==> src/rtl/flash_arb_pkg.sv <==
package flash_arb_pkg;
  typedef enum logic {
    OP_WRITE = 1'b0,
    OP_ERASE = 1'b1
  } prog_op_e;
endpackage

==> src/rtl/sect_decode.sv <==
module sect_decode #(
  parameter int ADDR_W         = 12,
  parameter int NRWW_BASE      = 'hC00,
  parameter int BOOT_MIN_WORDS = 128
) (
  input  logic              clk,
  input  logic              rst_n,
  input  logic [1:0]        boot_sz_cfg,
  input  logic [ADDR_W-1:0] pc_addr,
  input  logic [ADDR_W-1:0] tgt_addr,
  output logic              pc_in_boot,
  output logic              tgt_upper
);
  localparam int FLASH_WORDS = 1 << ADDR_W;
  localparam logic [ADDR_W-1:0] UPPER_AT = ADDR_W'(NRWW_BASE);

  logic [ADDR_W-1:0] start_tbl [4];
  logic [ADDR_W-1:0] boot_start;

  // One boundary per configuration code; code 0 is the largest section.
  for (genvar g = 0; g < 4; g++) begin : g_start
    assign start_tbl[g] = ADDR_W'(FLASH_WORDS - (BOOT_MIN_WORDS << (3 - g)));
  end

  assign boot_start = start_tbl[boot_sz_cfg];
  assign pc_in_boot = (pc_addr >= boot_start);
  assign tgt_upper  = (tgt_addr >= UPPER_AT);

  // boot section never reaches below the region boundary
  assert_boot_in_upper_R2: assert property (@(posedge clk) disable iff (!rst_n)
    pc_in_boot |-> (pc_addr >= UPPER_AT));
endmodule

==> src/rtl/prog_timer.sv <==
module prog_timer
  import flash_arb_pkg::*;
#(
  parameter int ERASE_CYCLES = 40,
  parameter int WRITE_CYCLES = 24
) (
  input  logic     clk,
  input  logic     rst_n,
  input  logic     start,
  input  prog_op_e op,
  output logic     active,
  output logic     last,
  output logic     done
);
  localparam int MAX_CYCLES = (ERASE_CYCLES > WRITE_CYCLES) ? ERASE_CYCLES : WRITE_CYCLES;
  localparam int CNT_W      = $clog2(MAX_CYCLES + 1);
  localparam logic [CNT_W-1:0] ERASE_LOAD = CNT_W'(ERASE_CYCLES - 1);
  localparam logic [CNT_W-1:0] WRITE_LOAD = CNT_W'(WRITE_CYCLES - 1);

  logic [CNT_W-1:0] cnt;

  assign last = active && (cnt == '0);

  always_ff @(posedge clk or negedge rst_n) begin
    if (!rst_n) begin
      active <= 1'b0;
      cnt    <= '0;
      done   <= 1'b0;
    end else if (start) begin
      active <= 1'b1;
      cnt    <= (op == OP_ERASE) ? ERASE_LOAD : WRITE_LOAD;
      done   <= 1'b0;
    end else if (last) begin
      active <= 1'b0;
      done   <= 1'b1;
    end else begin
      if (active) cnt <= cnt - 1'b1;
      done <= 1'b0;
    end
  end

  assert_cnt_range_R4: assert property (@(posedge clk) disable iff (!rst_n)
    active |-> (cnt < CNT_W'(MAX_CYCLES)));
  assert_done_single_R5: assert property (@(posedge clk) disable iff (!rst_n)
    done |=> !done);
  assert_done_after_end_R5: assert property (@(posedge clk) disable iff (!rst_n)
    $fell(active) |-> done);
  assert_done_idle_R5: assert property (@(posedge clk) disable iff (!rst_n)
    done |-> !active);
endmodule

==> src/rtl/fetch_guard.sv <==
module fetch_guard #(
  parameter int ADDR_W    = 12,
  parameter int DATA_W    = 16,
  parameter int NRWW_BASE = 'hC00,
  parameter logic [DATA_W-1:0] FILL_WORD = '1
) (
  input  logic              lower_locked,
  input  logic [ADDR_W-1:0] fetch_addr,
  input  logic [DATA_W-1:0] flash_rdata,
  output logic [DATA_W-1:0] fetch_rdata,
  output logic              fetch_viol
);
  localparam logic [ADDR_W-1:0] UPPER_AT = ADDR_W'(NRWW_BASE);

  always_comb begin
    fetch_viol  = lower_locked && (fetch_addr < UPPER_AT);
    fetch_rdata = fetch_viol ? FILL_WORD : flash_rdata;
  end
endmodule

==> src/rtl/flash_selfprog_arb.sv <==
module flash_selfprog_arb
  import flash_arb_pkg::*;
#(
  parameter int ADDR_W         = 12,
  parameter int DATA_W         = 16,
  parameter int NRWW_BASE      = 'hC00,
  parameter int BOOT_MIN_WORDS = 128,
  parameter int ERASE_CYCLES   = 40,
  parameter int WRITE_CYCLES   = 24,
  parameter logic [DATA_W-1:0] FILL_WORD = '1
) (
  input  logic              clk,
  input  logic              rst_n,
  input  logic [1:0]        boot_sz_cfg,
  input  logic [ADDR_W-1:0] pc_addr,
  input  logic              req_valid,
  output logic              req_ready,
  input  logic              req_erase,
  input  logic [ADDR_W-1:0] req_addr,
  input  logic              rww_clr_cmd,
  output logic              busy,
  output logic              cpu_halt,
  output logic              rww_busy,
  output logic              prog_done,
  input  logic [ADDR_W-1:0] fetch_addr,
  input  logic [DATA_W-1:0] flash_rdata,
  output logic [DATA_W-1:0] fetch_rdata,
  output logic              fetch_viol
);
  logic pc_in_boot, tgt_upper, accept, op_last;

  sect_decode #(
    .ADDR_W(ADDR_W), .NRWW_BASE(NRWW_BASE), .BOOT_MIN_WORDS(BOOT_MIN_WORDS)
  ) u_decode (
    .clk(clk), .rst_n(rst_n), .boot_sz_cfg(boot_sz_cfg), .pc_addr(pc_addr),
    .tgt_addr(req_addr), .pc_in_boot(pc_in_boot), .tgt_upper(tgt_upper)
  );

  assign req_ready = !busy;
  assign accept    = req_valid && req_ready && pc_in_boot;

  prog_timer #(
    .ERASE_CYCLES(ERASE_CYCLES), .WRITE_CYCLES(WRITE_CYCLES)
  ) u_timer (
    .clk(clk), .rst_n(rst_n), .start(accept), .op(prog_op_e'(req_erase)),
    .active(busy), .last(op_last), .done(prog_done)
  );

  always_ff @(posedge clk or negedge rst_n) begin
    if (!rst_n) begin
      cpu_halt <= 1'b0;
    end else if (accept) begin
      cpu_halt <= tgt_upper;
    end else if (op_last) begin
      cpu_halt <= 1'b0;
    end
  end

  // Lower-region flag: an accepted lower-region operation wins over a clear.
  always_ff @(posedge clk or negedge rst_n) begin
    if (!rst_n) begin
      rww_busy <= 1'b0;
    end else if (accept && !tgt_upper) begin
      rww_busy <= 1'b1;
    end else if (rww_clr_cmd && !busy) begin
      rww_busy <= 1'b0;
    end
  end

  fetch_guard #(
    .ADDR_W(ADDR_W), .DATA_W(DATA_W), .NRWW_BASE(NRWW_BASE), .FILL_WORD(FILL_WORD)
  ) u_guard (
    .lower_locked(rww_busy), .fetch_addr(fetch_addr), .flash_rdata(flash_rdata),
    .fetch_rdata(fetch_rdata), .fetch_viol(fetch_viol)
  );

  assert_app_drop_R1: assert property (@(posedge clk) disable iff (!rst_n)
    (req_valid && req_ready && !pc_in_boot) |=> !busy);
  assert_boot_take_R1: assert property (@(posedge clk) disable iff (!rst_n)
    (req_valid && req_ready && pc_in_boot) |=> busy);
  assert_start_needs_req_R4: assert property (@(posedge clk) disable iff (!rst_n)
    $rose(busy) |-> $past(req_valid));
  assert_halt_within_busy_R6: assert property (@(posedge clk) disable iff (!rst_n)
    cpu_halt |-> busy);
  assert_lower_sticky_R7: assert property (@(posedge clk) disable iff (!rst_n)
    (rww_busy && (busy || !rww_clr_cmd)) |=> rww_busy);
  assert_clean_fetch_R9: assert property (@(posedge clk) disable iff (!rst_n)
    !rww_busy |-> !fetch_viol);
  assert_fill_word_R9: assert property (@(posedge clk) disable iff (!rst_n)
    fetch_viol |-> (fetch_rdata == FILL_WORD));
endmodule

==> config.mk <==
export PLATFORM = sky130hd
export DESIGN_NAME = flash_selfprog_arb
export DESIGN_NICKNAME = d
export VERILOG_FILES = /design/src/rtl/flash_arb_pkg.sv /design/src/rtl/sect_decode.sv /design/src/rtl/prog_timer.sv /design/src/rtl/fetch_guard.sv /design/src/rtl/flash_selfprog_arb.sv
export SDC_FILE = /design/constraint.sdc
export NUM_CORES = 1
export LEC_CHECK = 0
export ABC_AREA = 1
export BUFFER_PORTS_ARGS = -buffer_cell sky130_fd_sc_hd__buf_2
export CORE_MARGIN = 2
export CORE_UTILIZATION = 39
export DETAILED_ROUTE_END_ITERATION = 7
export PLACE_DENSITY = 0.9
export SLEW_MARGIN = 40
export SYNTH_ARGS = -nofsm -noshare
export SYNTH_HDL_FRONTEND = slang
export SYNTH_SLANG_ARGS = --single-unit
==> constraint.sdc <==
create_clock -name clk -period 2.9 [get_ports clk]
set_clock_uncertainty 0.1 [all_clocks]
set_input_delay 0.29 -clock clk [delete_from_list [all_inputs] [get_ports clk]]
set_output_delay 0.29 -clock clk [all_outputs]
set_load 0.02 [all_outputs]
==> results.md <==
- Result of the run: finished clean
- Post-DRT Antenna Nets: 0
- Post-synthesis instance total: 120
- Area of the mapped netlist: 842 sq um
- Time the worst path needs with I/O delays and setup: 1770 ps
- Maximum number of pins on one net before global-route repair: 18
- Post-CTS setup-driven buffer insertion count: 0
- Path type of the worst min-delay path: in2reg
- HPWL reported at the end of detailed placement: 1.55 mm
- Kind of capture point of the worst setup path: output port
- Height of the chip: 50.5 um
- Post-synth cell types: 27
- Final cycle utilization of the critical path: 0.610
- Total Die Area: 2550 sq um
- Average footprint of a synthesized cell: 7.02 sq um
- Antenna Diode Count: 0
- DRC violation count after routing: 0
- Number of max-slew violations in the final report: 0
- CP startpoint kind: flop
- Via-to-Cell Ratio: 4.50
- Total net switching power: 0.408 mW
- X dimension of the die: 50.5 um
- Portion of the post-synthesis area used by sequential elements: 0.297
- Source of the worst hold timing path: rww_clr_cmd
- Highest-count cells in the layout ignoring fill and taps: sky130_fd_sc_hd__buf_2, sky130_fd_sc_hd__nand2_1, sky130_fd_sc_hd__inv_1
- Clock buffer count from CTS: 3
- Post-Synthesis Net Count: 184
- Number of hold-slack violations in the final timing report: 0
- Placed standard-cell area: 1160 sq um
- Launching point of the worst reg2reg path: u_timer.cnt[0]$_DFFE_PN0P_
- Number of clock sinks: 10
- End of the worst register-to-register path: u_timer.cnt[2]$_DFFE_PN0P_
- Max-slew headroom: 0.693
- Core Area: 2000 sq um
- Master cell of the clock root buffer: sky130_fd_sc_hd__clkbuf_4
- Most common library cell in the layout ignoring fill and taps: sky130_fd_sc_hd__buf_2
- I/O pin cnt: 81
- Remaining global-route overflow: 0
- Power density over the cells: 727 nW/um^2
- Crit path launch: rww_busy$_DFFE_PN0P_
- Clock transition at path regs: 70 ps
- Number of vias after detailed routing: 944
- Setup repair after global routing missed its margin: false
- Worst Path Max Fanout: 17
- DRT iter0 DRCs: 8
- First-pass GRT wire length: 3.10 mm
- Transition at the pin with the smallest max-transition slack: 458 ps
- Total of endpoints with negative setup slack in the final report: 0
- Max clock buf depth: 2
- Proportion of layout cells with a drive suffix above 1: 0.448
- Core Util, Final: 0.603
- NumNets Final: 248
- Highest clock rate: 0.565 GHz
- Number of standard cells in the final layout excluding fillers: 210
- Number of levels the H-tree was split into: 1
- Fillers: 189
- Arrival time at the worst endpoint: 1380 ps
- Starting density of the core: 0.421
- Total internal power: 0.469 mW
- Number of synthesized register bits: 10
- Global Route Usage Sum: 0.154
- Part of the total power dissipated in combinational logic: 0.565
- Layout-stage area growth over the synthesis result: 43.2%
- Initial antenna violation count: 0
- Leakage dissipation: 0.751 nW
- Clock insertion delay at the later pin of the skew report: 260 ps
- Fraction of power consumed by sequential logic: 0.295
- Power share of the clock group: 0.140
- Setup TNS: 0 ps
- Number of global-route vias before repair: 846
- TritonCTS clock tree: yes
- Routed wirelength normalized by instance count: 8.71 um
- Max-Cap Viols: 0
- Switching share of power: 0.465
- Total power draw: 0.877 mW
- End point of the critical path: fetch_rdata[13]
- Setup CP Type: reg2out
- Peak supply drop: 0.449 mV
- Last weighted congestion value of the routability-driven placer: 0.741
- # port buffers: 60
- Row count: 16
- Worst Reg2Reg Path Length in Cells: 8
- Pre-antenna DRT Iters: 4
- Worst endpoint required time: 2510 ps
- Yosys warning count: 0
- Total routed wirelength: 1.83 mm
- Register-to-register path setup slack: 1410 ps
- Post-route cell area: 1210 sq um
- Number of instances in the placed design: 205
==> worst max-delay path, cell delays in order, from the launching register on <==
cell and delay, ps:
sky130_fd_sc_hd__dfrtp_1 360, sky130_fd_sc_hd__a21boi_2 420, sky130_fd_sc_hd__or2_2 190, sky130_fd_sc_hd__buf_2 150
==> synth_stat cells (all sizes together) <==
master	instances	area (sq um)
ha	5	62.6
dfrtp	10	250
nand3b	1	7.51
nand2	33	136
xor2	1	8.76
a21boi	1	11.3
nand4	2	27.5
o21ai	4	23.8
buf	2	16.3
nor2	9	36.3
nor3	1	5.00
nand3	8	40.0
o211ai	1	7.51
a21oi	2	13.8
inv	23	88.8
or2	17	106
==> routing by layer <==
| metal | GRT usage | vias up | part of all wire |
|---|---|---|---|
| met1 | 0.154 | 410 | 0.40 |
| met3 | 0.0506 | 2 | 0.12 |
| met2 | 0.307 | 42 | 0.48 |
| met4 | 0.0270 | 0 | 0.0044 |
| met5 | 0 | - | 0 |
| li1 | - | 490 | - |
==> layout make-up <==
class | instances | area (sq um) | area share
Sequential cell | 10 | 250 | 0.207
Timing Repair Buffer | 61 | 310 | 0.257
Inverter | 23 | 88.8 | 0.0737
Tap cell | 27 | 33.8 | 0.0280
Clock buffer | 4 | 36.3 | 0.0301
Multi-Input combinational cell | 85 | 487 | 0.404
==> flip-flops by register name (all words and copies together), names as in the netlist <==
register	count
u_timer.done	1
u_timer.active	1
rww_busy	1
cpu_halt	1
u_timer.cnt	6
==> logic make-up after synthesis <==
group / Yosys count / synth area share
AOI/OAI and AO/OA: 8 / 0.0669
buffers and inverters: 25 / 0.125
and+or+nand+nor: 71 / 0.426
adders and majority gates: 5 / 0.0743
xor gates and xnor gates: 1 / 0.0104
DFF: 10 / 0.297
==> through the flow <==
step                      hold WS [ps]  setup WS, ps
after floorplan                   -106          1340
after global placement            62.1          1180
after detailed placement          66.5          1150
after CTS                          177          1100
after global routing               216           971
final                              182          1130
==> repair_timing <==
item,CTS,global route
resized for setup,0,0
hold endpoints to repair,10,0
hold buffers,1,0
==> power by group through the flow <==
stage / clock, mW / combinational [mW] / sequential, mW
6_report: 0.123 / 0.496 / 0.259
5_1_grt: 0.134 / 0.559 / 0.266
4_1_cts: 0.129 / 0.502 / 0.258
3_5_place_dp: 0 / 0.500 / 0.261
3_3_place_gp: 0 / 0.483 / 0.258
2_1_floorplan: 0 / 0.346 / 0.273
==> worst min-delay path by stage <==
stage / end / cells after the start
finish: rww_busy$_DFFE_PN0P_ / 4
global route: rww_busy$_DFFE_PN0P_ / 4
CTS: rww_busy$_DFFE_PN0P_ / 4
detailed placement: u_timer.cnt[1]$_DFFE_PN0P_ / 1
global placement: u_timer.cnt[0]$_DFFE_PN0P_ / 1
floorplan: cpu_halt$_DFFE_PN0P_ / 0
Power figures use the tool's default switching activity.
